**src/rtl/zt_sram_pkg.sv**
```systemverilog
`timescale 1ns/1ps
package zt_sram_pkg;
  localparam int unsigned ZT_BURST_LEN = 4;
  localparam int unsigned ZT_BEAT_W    = $clog2(ZT_BURST_LEN);

  typedef enum logic {
    ZT_SEQ_LINEAR = 1'b0,
    ZT_SEQ_XOR    = 1'b1
  } zt_seq_e;

  // low address bits of a beat, given the start offset and beat number
  function automatic logic [ZT_BEAT_W-1:0] zt_beat_low(
    input logic [ZT_BEAT_W-1:0] start,
    input logic [ZT_BEAT_W-1:0] beat,
    input zt_seq_e              mode
  );
    if (mode == ZT_SEQ_XOR) return start ^ beat;
    return start + beat;
  endfunction
endpackage

```
**src/rtl/zt_sleep_gate.sv**
```systemverilog
`timescale 1ns/1ps
module zt_sleep_gate (
  input  logic clk_i,
  input  logic rst_ni,
  input  logic sleep_i,
  output logic block_o
);
  logic dly1_q, dly2_q;

  always_ff @(posedge clk_i or negedge rst_ni) begin
    if (!rst_ni) begin
      dly1_q <= 1'b0;
      dly2_q <= 1'b0;
    end else begin
      dly1_q <= sleep_i;
      dly2_q <= dly1_q;
    end
  end

  // blocked while asleep and for two edges after release
  assign block_o = sleep_i | dly1_q | dly2_q;
endmodule

```
**src/rtl/zt_burst_seq.sv**
```systemverilog
`timescale 1ns/1ps
module zt_burst_seq
  import zt_sram_pkg::*;
#(
  parameter int unsigned ADDR_W = 6
) (
  input  logic              clk_i,
  input  logic              rst_ni,
  input  logic              en_i,
  input  logic              block_i,
  input  logic              load_i,
  input  logic              sel_ok_i,
  input  logic              we_i,
  input  logic [ADDR_W-1:0] addr_i,
  input  zt_seq_e           mode_i,
  output logic              cmd_vld_o,
  output logic              cmd_we_o,
  output logic [ADDR_W-1:0] cmd_addr_o
);
  logic                 act_q, act_d;
  logic                 we_q, we_d;
  logic [ADDR_W-1:0]    base_q, base_d;
  logic [ZT_BEAT_W-1:0] beat_q, beat_d, beat_nx;
  zt_seq_e              mode_q, mode_d;

  always_comb begin
    act_d      = act_q;
    we_d       = we_q;
    base_d     = base_q;
    beat_d     = beat_q;
    mode_d     = mode_q;
    beat_nx    = beat_q + ZT_BEAT_W'(1);
    cmd_vld_o  = 1'b0;
    cmd_we_o   = we_q;
    cmd_addr_o = base_q;
    if (block_i) begin
      act_d = 1'b0;
    end else if (load_i) begin
      if (sel_ok_i) begin
        act_d      = 1'b1;
        we_d       = we_i;
        base_d     = addr_i;
        beat_d     = '0;
        mode_d     = mode_i;
        cmd_vld_o  = 1'b1;
        cmd_we_o   = we_i;
        cmd_addr_o = addr_i;
      end else begin
        act_d = 1'b0;
      end
    end else if (act_q) begin
      beat_d     = beat_nx;
      cmd_vld_o  = 1'b1;
      cmd_addr_o = {base_q[ADDR_W-1:ZT_BEAT_W],
                    zt_beat_low(base_q[ZT_BEAT_W-1:0], beat_nx, mode_q)};
    end
  end

  always_ff @(posedge clk_i or negedge rst_ni) begin
    if (!rst_ni) begin
      act_q  <= 1'b0;
      we_q   <= 1'b0;
      base_q <= '0;
      beat_q <= '0;
      mode_q <= ZT_SEQ_LINEAR;
    end else if (en_i || block_i) begin
      act_q  <= act_d;
      we_q   <= we_d;
      base_q <= base_d;
      beat_q <= beat_d;
      mode_q <= mode_d;
    end
  end
endmodule

```
**src/rtl/zt_array.sv**
```systemverilog
`timescale 1ns/1ps
module zt_array #(
  parameter int unsigned ADDR_W = 6,
  parameter int unsigned BYTES  = 4,
  parameter int unsigned BYTE_W = 8
) (
  input  logic                      clk_i,
  input  logic                      rst_ni,
  input  logic                      en_i,
  input  logic                      kill_i,
  input  logic                      wr_i,
  input  logic [ADDR_W-1:0]         wr_addr_i,
  input  logic [BYTES-1:0]          wr_be_i,
  input  logic [BYTES*BYTE_W-1:0]   wr_data_i,
  input  logic                      rd_i,
  input  logic [ADDR_W-1:0]         rd_addr_i,
  output logic [BYTES*BYTE_W-1:0]   rd_data_o,
  output logic                      rd_vld_o
);
  localparam int unsigned DATA_W = BYTES * BYTE_W;
  localparam int unsigned DEPTH  = 1 << ADDR_W;

  logic [DATA_W-1:0] mem_q [DEPTH];
  logic [DATA_W-1:0] raw, merged, rd_data_q, rd_data_d;
  logic              hit, rd_vld_q, rd_vld_d;

  assign raw = mem_q[rd_addr_i];
  assign hit = wr_i && (wr_addr_i == rd_addr_i);

  // bypass the write committing on the same edge, byte by byte
  for (genvar j = 0; j < BYTES; j++) begin : g_byp
    assign merged[j*BYTE_W +: BYTE_W] = (hit && wr_be_i[j]) ?
        wr_data_i[j*BYTE_W +: BYTE_W] : raw[j*BYTE_W +: BYTE_W];
  end

  always_ff @(posedge clk_i) begin
    if (en_i && wr_i && !kill_i) begin
      for (int j = 0; j < BYTES; j++) begin
        if (wr_be_i[j]) mem_q[wr_addr_i][j*BYTE_W +: BYTE_W] <= wr_data_i[j*BYTE_W +: BYTE_W];
      end
    end
  end

  always_comb begin
    rd_vld_d  = rd_vld_q;
    rd_data_d = rd_data_q;
    if (kill_i) begin
      rd_vld_d = 1'b0;
    end else if (en_i) begin
      rd_vld_d = rd_i;
      if (rd_i) rd_data_d = merged;
    end
  end

  always_ff @(posedge clk_i or negedge rst_ni) begin
    if (!rst_ni) rd_vld_q <= 1'b0;
    else         rd_vld_q <= rd_vld_d;
  end

  always_ff @(posedge clk_i) begin
    rd_data_q <= rd_data_d;
  end

  assign rd_data_o = rd_data_q;
  assign rd_vld_o  = rd_vld_q;
endmodule

```
**src/rtl/zt_sram.sv**
```systemverilog
`timescale 1ns/1ps
module zt_sram
  import zt_sram_pkg::*;
#(
  parameter int unsigned ADDR_W = 6,
  parameter int unsigned BYTES  = 4,
  parameter int unsigned BYTE_W = 8
) (
  input  logic                    clk_i,
  input  logic                    rst_ni,
  input  logic                    clk_en_i,
  input  logic                    ce0_i,
  input  logic                    ce1_i,
  input  logic                    ce2_ni,
  input  logic                    adv_ld_i,
  input  logic                    we_i,
  input  logic [ADDR_W-1:0]       addr_i,
  input  logic [BYTES-1:0]        byte_en_i,
  input  logic                    burst_ilv_i,
  input  logic                    sleep_i,
  input  logic                    oe_i,
  input  logic [BYTES*BYTE_W-1:0] dq_i,
  output logic [BYTES*BYTE_W-1:0] dq_o,
  output logic                    dq_oe_o
);
  localparam int unsigned DATA_W = BYTES * BYTE_W;

  logic [1:0] rst_sync_q;
  logic       rst_n;
  always_ff @(posedge clk_i or negedge rst_ni) begin
    if (!rst_ni) rst_sync_q <= '0;
    else         rst_sync_q <= {rst_sync_q[0], 1'b1};
  end
  assign rst_n = rst_sync_q[1];

  logic              block, sel_ok, cmd_vld, cmd_we, rd_vld;
  logic [ADDR_W-1:0] cmd_addr;
  logic [DATA_W-1:0] rd_data;

  assign sel_ok = ce0_i & ce1_i & ~ce2_ni;

  zt_sleep_gate u_sleep (
    .clk_i(clk_i), .rst_ni(rst_n), .sleep_i(sleep_i), .block_o(block)
  );

  zt_burst_seq #(.ADDR_W(ADDR_W)) u_seq (
    .clk_i(clk_i), .rst_ni(rst_n), .en_i(clk_en_i), .block_i(block),
    .load_i(~adv_ld_i), .sel_ok_i(sel_ok), .we_i(we_i), .addr_i(addr_i),
    .mode_i(zt_seq_e'(burst_ilv_i)),
    .cmd_vld_o(cmd_vld), .cmd_we_o(cmd_we), .cmd_addr_o(cmd_addr)
  );

  // stage 1: accepted command; stage 2: waiting for its bus slot
  logic              s1_vld_q, s1_vld_d, s2_vld_q, s2_vld_d;
  logic              s1_we_q, s1_we_d, s2_we_q, s2_we_d;
  logic [ADDR_W-1:0] s1_addr_q, s1_addr_d, s2_addr_q, s2_addr_d;
  logic [BYTES-1:0]  s1_be_q, s1_be_d, s2_be_q, s2_be_d;

  always_comb begin
    s1_vld_d  = s1_vld_q;
    s1_we_d   = s1_we_q;
    s1_addr_d = s1_addr_q;
    s1_be_d   = s1_be_q;
    s2_vld_d  = s2_vld_q;
    s2_we_d   = s2_we_q;
    s2_addr_d = s2_addr_q;
    s2_be_d   = s2_be_q;
    if (block) begin
      s1_vld_d = 1'b0;
      s2_vld_d = 1'b0;
    end else if (clk_en_i) begin
      s1_vld_d  = cmd_vld;
      s1_we_d   = cmd_we;
      s1_addr_d = cmd_addr;
      s1_be_d   = byte_en_i;
      s2_vld_d  = s1_vld_q;
      s2_we_d   = s1_we_q;
      s2_addr_d = s1_addr_q;
      s2_be_d   = s1_be_q;
    end
  end

  always_ff @(posedge clk_i or negedge rst_n) begin
    if (!rst_n) begin
      s1_vld_q <= 1'b0;
      s2_vld_q <= 1'b0;
    end else begin
      s1_vld_q <= s1_vld_d;
      s2_vld_q <= s2_vld_d;
    end
  end

  always_ff @(posedge clk_i) begin
    s1_we_q   <= s1_we_d;
    s1_addr_q <= s1_addr_d;
    s1_be_q   <= s1_be_d;
    s2_we_q   <= s2_we_d;
    s2_addr_q <= s2_addr_d;
    s2_be_q   <= s2_be_d;
  end

  zt_array #(.ADDR_W(ADDR_W), .BYTES(BYTES), .BYTE_W(BYTE_W)) u_array (
    .clk_i(clk_i), .rst_ni(rst_n), .en_i(clk_en_i), .kill_i(block),
    .wr_i(s2_vld_q & s2_we_q), .wr_addr_i(s2_addr_q), .wr_be_i(s2_be_q),
    .wr_data_i(dq_i),
    .rd_i(s1_vld_q & ~s1_we_q), .rd_addr_i(s1_addr_q),
    .rd_data_o(rd_data), .rd_vld_o(rd_vld)
  );

  assign dq_o    = rd_data;
  assign dq_oe_o = rd_vld & oe_i & ~block;
endmodule

```
**config.mk**
```make
export PLATFORM = sky130hd
export DESIGN_NAME = zt_sram
export DESIGN_NICKNAME = d
export VERILOG_FILES = /design/src/rtl/zt_sram_pkg.sv /design/src/rtl/zt_sleep_gate.sv /design/src/rtl/zt_burst_seq.sv /design/src/rtl/zt_array.sv /design/src/rtl/zt_sram.sv
export SDC_FILE = /design/constraint.sdc
export NUM_CORES = 2
export LEC_CHECK = 0
export CAP_MARGIN = 10
export CORE_AREA = 8 8 477 479
export CTS_CLUSTER_SIZE = 16
export DETAILED_ROUTE_END_ITERATION = 12
export DIE_AREA = 0 0 485 487
export HOLD_SLACK_MARGIN = 0.15
export PLACE_DENSITY = 0.62
export SYNTH_ARGS = -nofsm -noshare
export SYNTH_HDL_FRONTEND = slang
export SYNTH_SLANG_ARGS = --single-unit
```
**constraint.sdc**
```tcl
create_clock -name clk_i -period 1.4 [get_ports clk_i]
set_clock_uncertainty 0.15 [all_clocks]
set_input_delay 0.21 -clock clk_i [delete_from_list [all_inputs] [get_ports clk_i]]
set_output_delay 0.21 -clock clk_i [all_outputs]
set_load 0.05 [all_outputs]
```
==> impl_results.md <==
- Netlist Area Pre-Place: just over 0.08 mm^2
- Largest area contributor in the netlist: edfxtp_1
- Max Fclk: between 300 and 400 MHz
- Port bufs: 85
- Area Overhead vs Synth: 34.98%
- Worst Tran Pin Value: 0.5745 ns
- Worst-Skew Late Latency: approximately 0.86 ns
- Yosys warnings: 0
- Synth Instances: 4005
- Element type at the critical path start: flop
- First-pass GRT wire length: around 360000 um
- Clk pin slew, worst setup/hold paths: about 0.06 ns
- Layout cells sized above 1: 0.4525
- TNS Setup: -1940.60 ns
- # rows: around 170
- Dominant synthesized flop cell: edfxtp_1
- Fin nets: approximately 5300
- Top cell type's share of synthesized area: 0.7609
- Placer Congestion: 0.9518
- Critical Path End Type: flop
- Pre-CTS WS: -1.768 ns
- Post-route antenna net violation count: 0
- R2r setup slk: -1.42 ns
- CP delay by family, top: buffers and inverters
- Worst R2R Start: s1_addr_q[1]
- RSZ-0062 raised after global routing: yes
- Power per cell area: between 1000 and 1500 mW/mm^2
- Detailed Routing Iterations Pass 1: 8
- DP HPWL: 178200 um
- Tot GR Track Use: 0.2133
- Hold crit path type: in -> reg
- Die Width: between 400 and 500 um
- CTS tree: done
- Unique masters post-synth: 67
- # clock sinks: 2120
- Relative slew margins: 0.6170
- CP arrival: roughly 3.3 ns
- Failing checks: setup timing
- Fin. Hold Viols: 0
- Synthesized flop and latch total: approximately 2100
- Crit share post-route: 2.016
- Crit Path Class: reg -> reg
- Total CTS buffers: roughly 210
- I/O Pins: 86
- Post-DR wirelength/cell: between 30 and 40 um
- Syn_nets: slightly above 4000
- Cells along the critical path: buf_6 > buf_12 > buf_16 > buf_16 > buf_12 > mux4_2 > mux2i_4 > buf_4 > a32oi_1 > nand3_1 > nand3_2
- Clock period minus worst slack: 2.822 ns
- Placed cell areas: 0.09998 mm^2
- Max_cap viols: 0
- Static leakage: 0.03707 uW
- Mapped Avg Cell Area: approximately 21 um^2
- Die area: roughly 0.24 mm^2
- DRC: 0
- Fillers: 17223
- Iteration-0 DRC Markers: approximately 6100
- CTS max path bufs: 3
- Vias per inst: between 5 and 6
- Status: finished, violations left
- GRT overflow: 0
- CTS H-tree depth: 4
- Via count: approximately 47000
- Synth top area cells: edfxtp_1 76%, mux4_2 13%, mux2i_1 2.7%
- Reg2reg path depth: 11
- Storage cell area: 0.06357 mm^2
- Async S/R FF share, synth: 0.008491
- Most frequent cells after synthesis: 2102 x edfxtp_1, 465 x mux4_2, 302 x nor2_1
- Worst Path Buf+Inv: 6
- Fin util: 0.5081
- Largest net degree at the start of global routing: 62
- Final Instance Area: roughly 0.11 mm^2
- Sequential share of the synthesized area: 0.7664
- Critical path peak fanout: 7
- CP startpoint: s1_addr_q[1]
- Die height: 487 um
- Multi-input logic area: between 0.02 and 0.025 mm^2
- Hold Path Cell Cnt: 2
- Core area: about 0.22 mm^2
- Final worst slack: -1.422 ns
- Worst flop-to-flop path endpoint: u_array.rd_data_o[19]
- Maximum vdd ir drop: between 1000 and 1500 uV
- Number of synthesized flops with an enable pin: between 2000 and 2500
- Count leader, synth: edfxtp_1
- CP endpoint: u_array.rd_data_o[19]
- Count of final max-slew check failures: 0
- CP Data Required Time: 1.86 ns
- Vias in the first global route: 46667
- Initial antenna violation count: 9
- Initial core utilization: 0.3764
- Crit path max-delay cell type: mux4_2
- Final setup violating endpoints: 2182
- Routed WL: between 200000 and 300000 um
- Critical path depth in cells: 11
- Clock root cell: clkbuf_16
- CP peak stage delay: between 0.5 and 0.6 ns
-- layer usage --
layer / share of wire / GRT usage / up-vias
li1: - / - / 19089
met1: 0.41 / 0.3010 / 24935
met2: 0.46 / 0.3313 / 2409
met3: 0.093 / 0.04726 / 401
met4: 0.035 / 0.06963 / 8
met5: 0.00018 / 0 / -
-- worst reg2reg max path, stage by stage (launching register included) --
cell	delay, ns
edfxtp_1	0.38
buf_6	0.12
buf_12	0.16
buf_16	0.18
buf_16	0.18
buf_12	0.15
mux4_2	0.52
mux2i_4	0.20
buf_4	0.14
a32oi_1	0.13
nand3_1	0.18
nand3_2	0.08
-- layout by cell type (no fill, tap or decap), drive strengths merged, types with 10 or more instances in the layout --
cell type and instances:
nor3 29, o221ai 19, clkinv 99, nand3 28
nand2 175, a22oi 55, inv 17, buf 1159
o31ai 15, clkdlybuf4s50 20, bufinv 19, dfrtp 18
dlygate4sd3 62, o22ai 26, mux2i 221, nor2b 31
nand2b 16, edfxtp 2102, a211oi 20, a221oi 10
a21oi 23, clkbuf 269, mux4 465, nor2 303
mux2 34, o21ai 62
-- final cells by class --
type | count | area share
diodes | 1 | 0.00002235
multi-input cells | 1650 | 0.1886
clock inverters | 136 | 0.01199
inverters | 6 | 0.0002794
clock buffers | 251 | 0.04887
repair buffers | 1263 | 0.1502
well taps | 2887 | 0.03226
flip-flops and latches | 2120 | 0.5678
-- report_power, final --
| part | switching, uW | internal, uW |
|---|---|---|
| combinational | 2500 | 1830 |
| clock | 24400 | 31500 |
| sequential | 29.3 | 69700 |
| total | 26900 | 103000 |
-- how the worst min path moves through the flow --
stage	to	slack, ns	startpoint
floorplan	rst_sync_q[0]	-0.24	rst_ni
global placement	u_sleep.dly2_q	0.03	rst_sync_q[1]
detailed placement	u_sleep.dly1_q	0.06	rst_sync_q[1]
CTS	u_array.rd_data_o[28]	0.15	dq_i[28]
global route	u_array.mem_q[34][12]	0.19	dq_i[12]
finish	u_array.mem_q[26][22]	0.19	dq_i[22]
-- stage by stage --
stage / instances / hold WS [ns] / total power [uW]
finish: 8314 / 0.1865 / 130000
global route: 8313 / 0.1859 / 133300
CTS: 8237 / 0.1535 / 130600
detailed placement: 7696 / 0.06079 / 74860
global placement: 7696 / 0.03487 / 74770
floorplan: 4005 / -0.2356 / 72410
-- flip-flops by register name, indices dropped and copies added, names as in the netlist --
name,count
s1_be_q,4
u_seq.beat_q,2
u_array.rd_vld_o,1
s2_we_q,1
s1_vld_q,1
s1_addr_q,6
rst_sync_q,2
s2_addr_q,6
s1_we_q,1
s2_be_q,4
u_seq.mode_q,1
u_array.rd_data_o,32
u_sleep.dly1_q,1
u_seq.we_q,1
u_sleep.dly2_q,1
u_seq.act_q,1
u_array.mem_q,2048
s2_vld_q,1
u_seq.base_q,6
-- repair_timing --
action                                   CTS  global route
gates cloned                              20            19
buffers inserted                          75            64
resized for setup                        307           265
endpoints found under the setup margin  2182          2188
endpoints found under the hold margin   2123             0
hold buffers                              62             0
pin swaps                                 60            77
-- cells by family after synthesis --
family,share of synthesized area
muxes,0.1575
xor gates and xnor gates,0.0009503
AOI/OAI and AO/OA,0.02508
other,0.00004521
DFF,0.7664
and+or+nand+nor,0.03228
adders and majority gates,0.0001508
buffers and inverters,0.01759
Note: power is estimated with default switching activity, not from simulation.
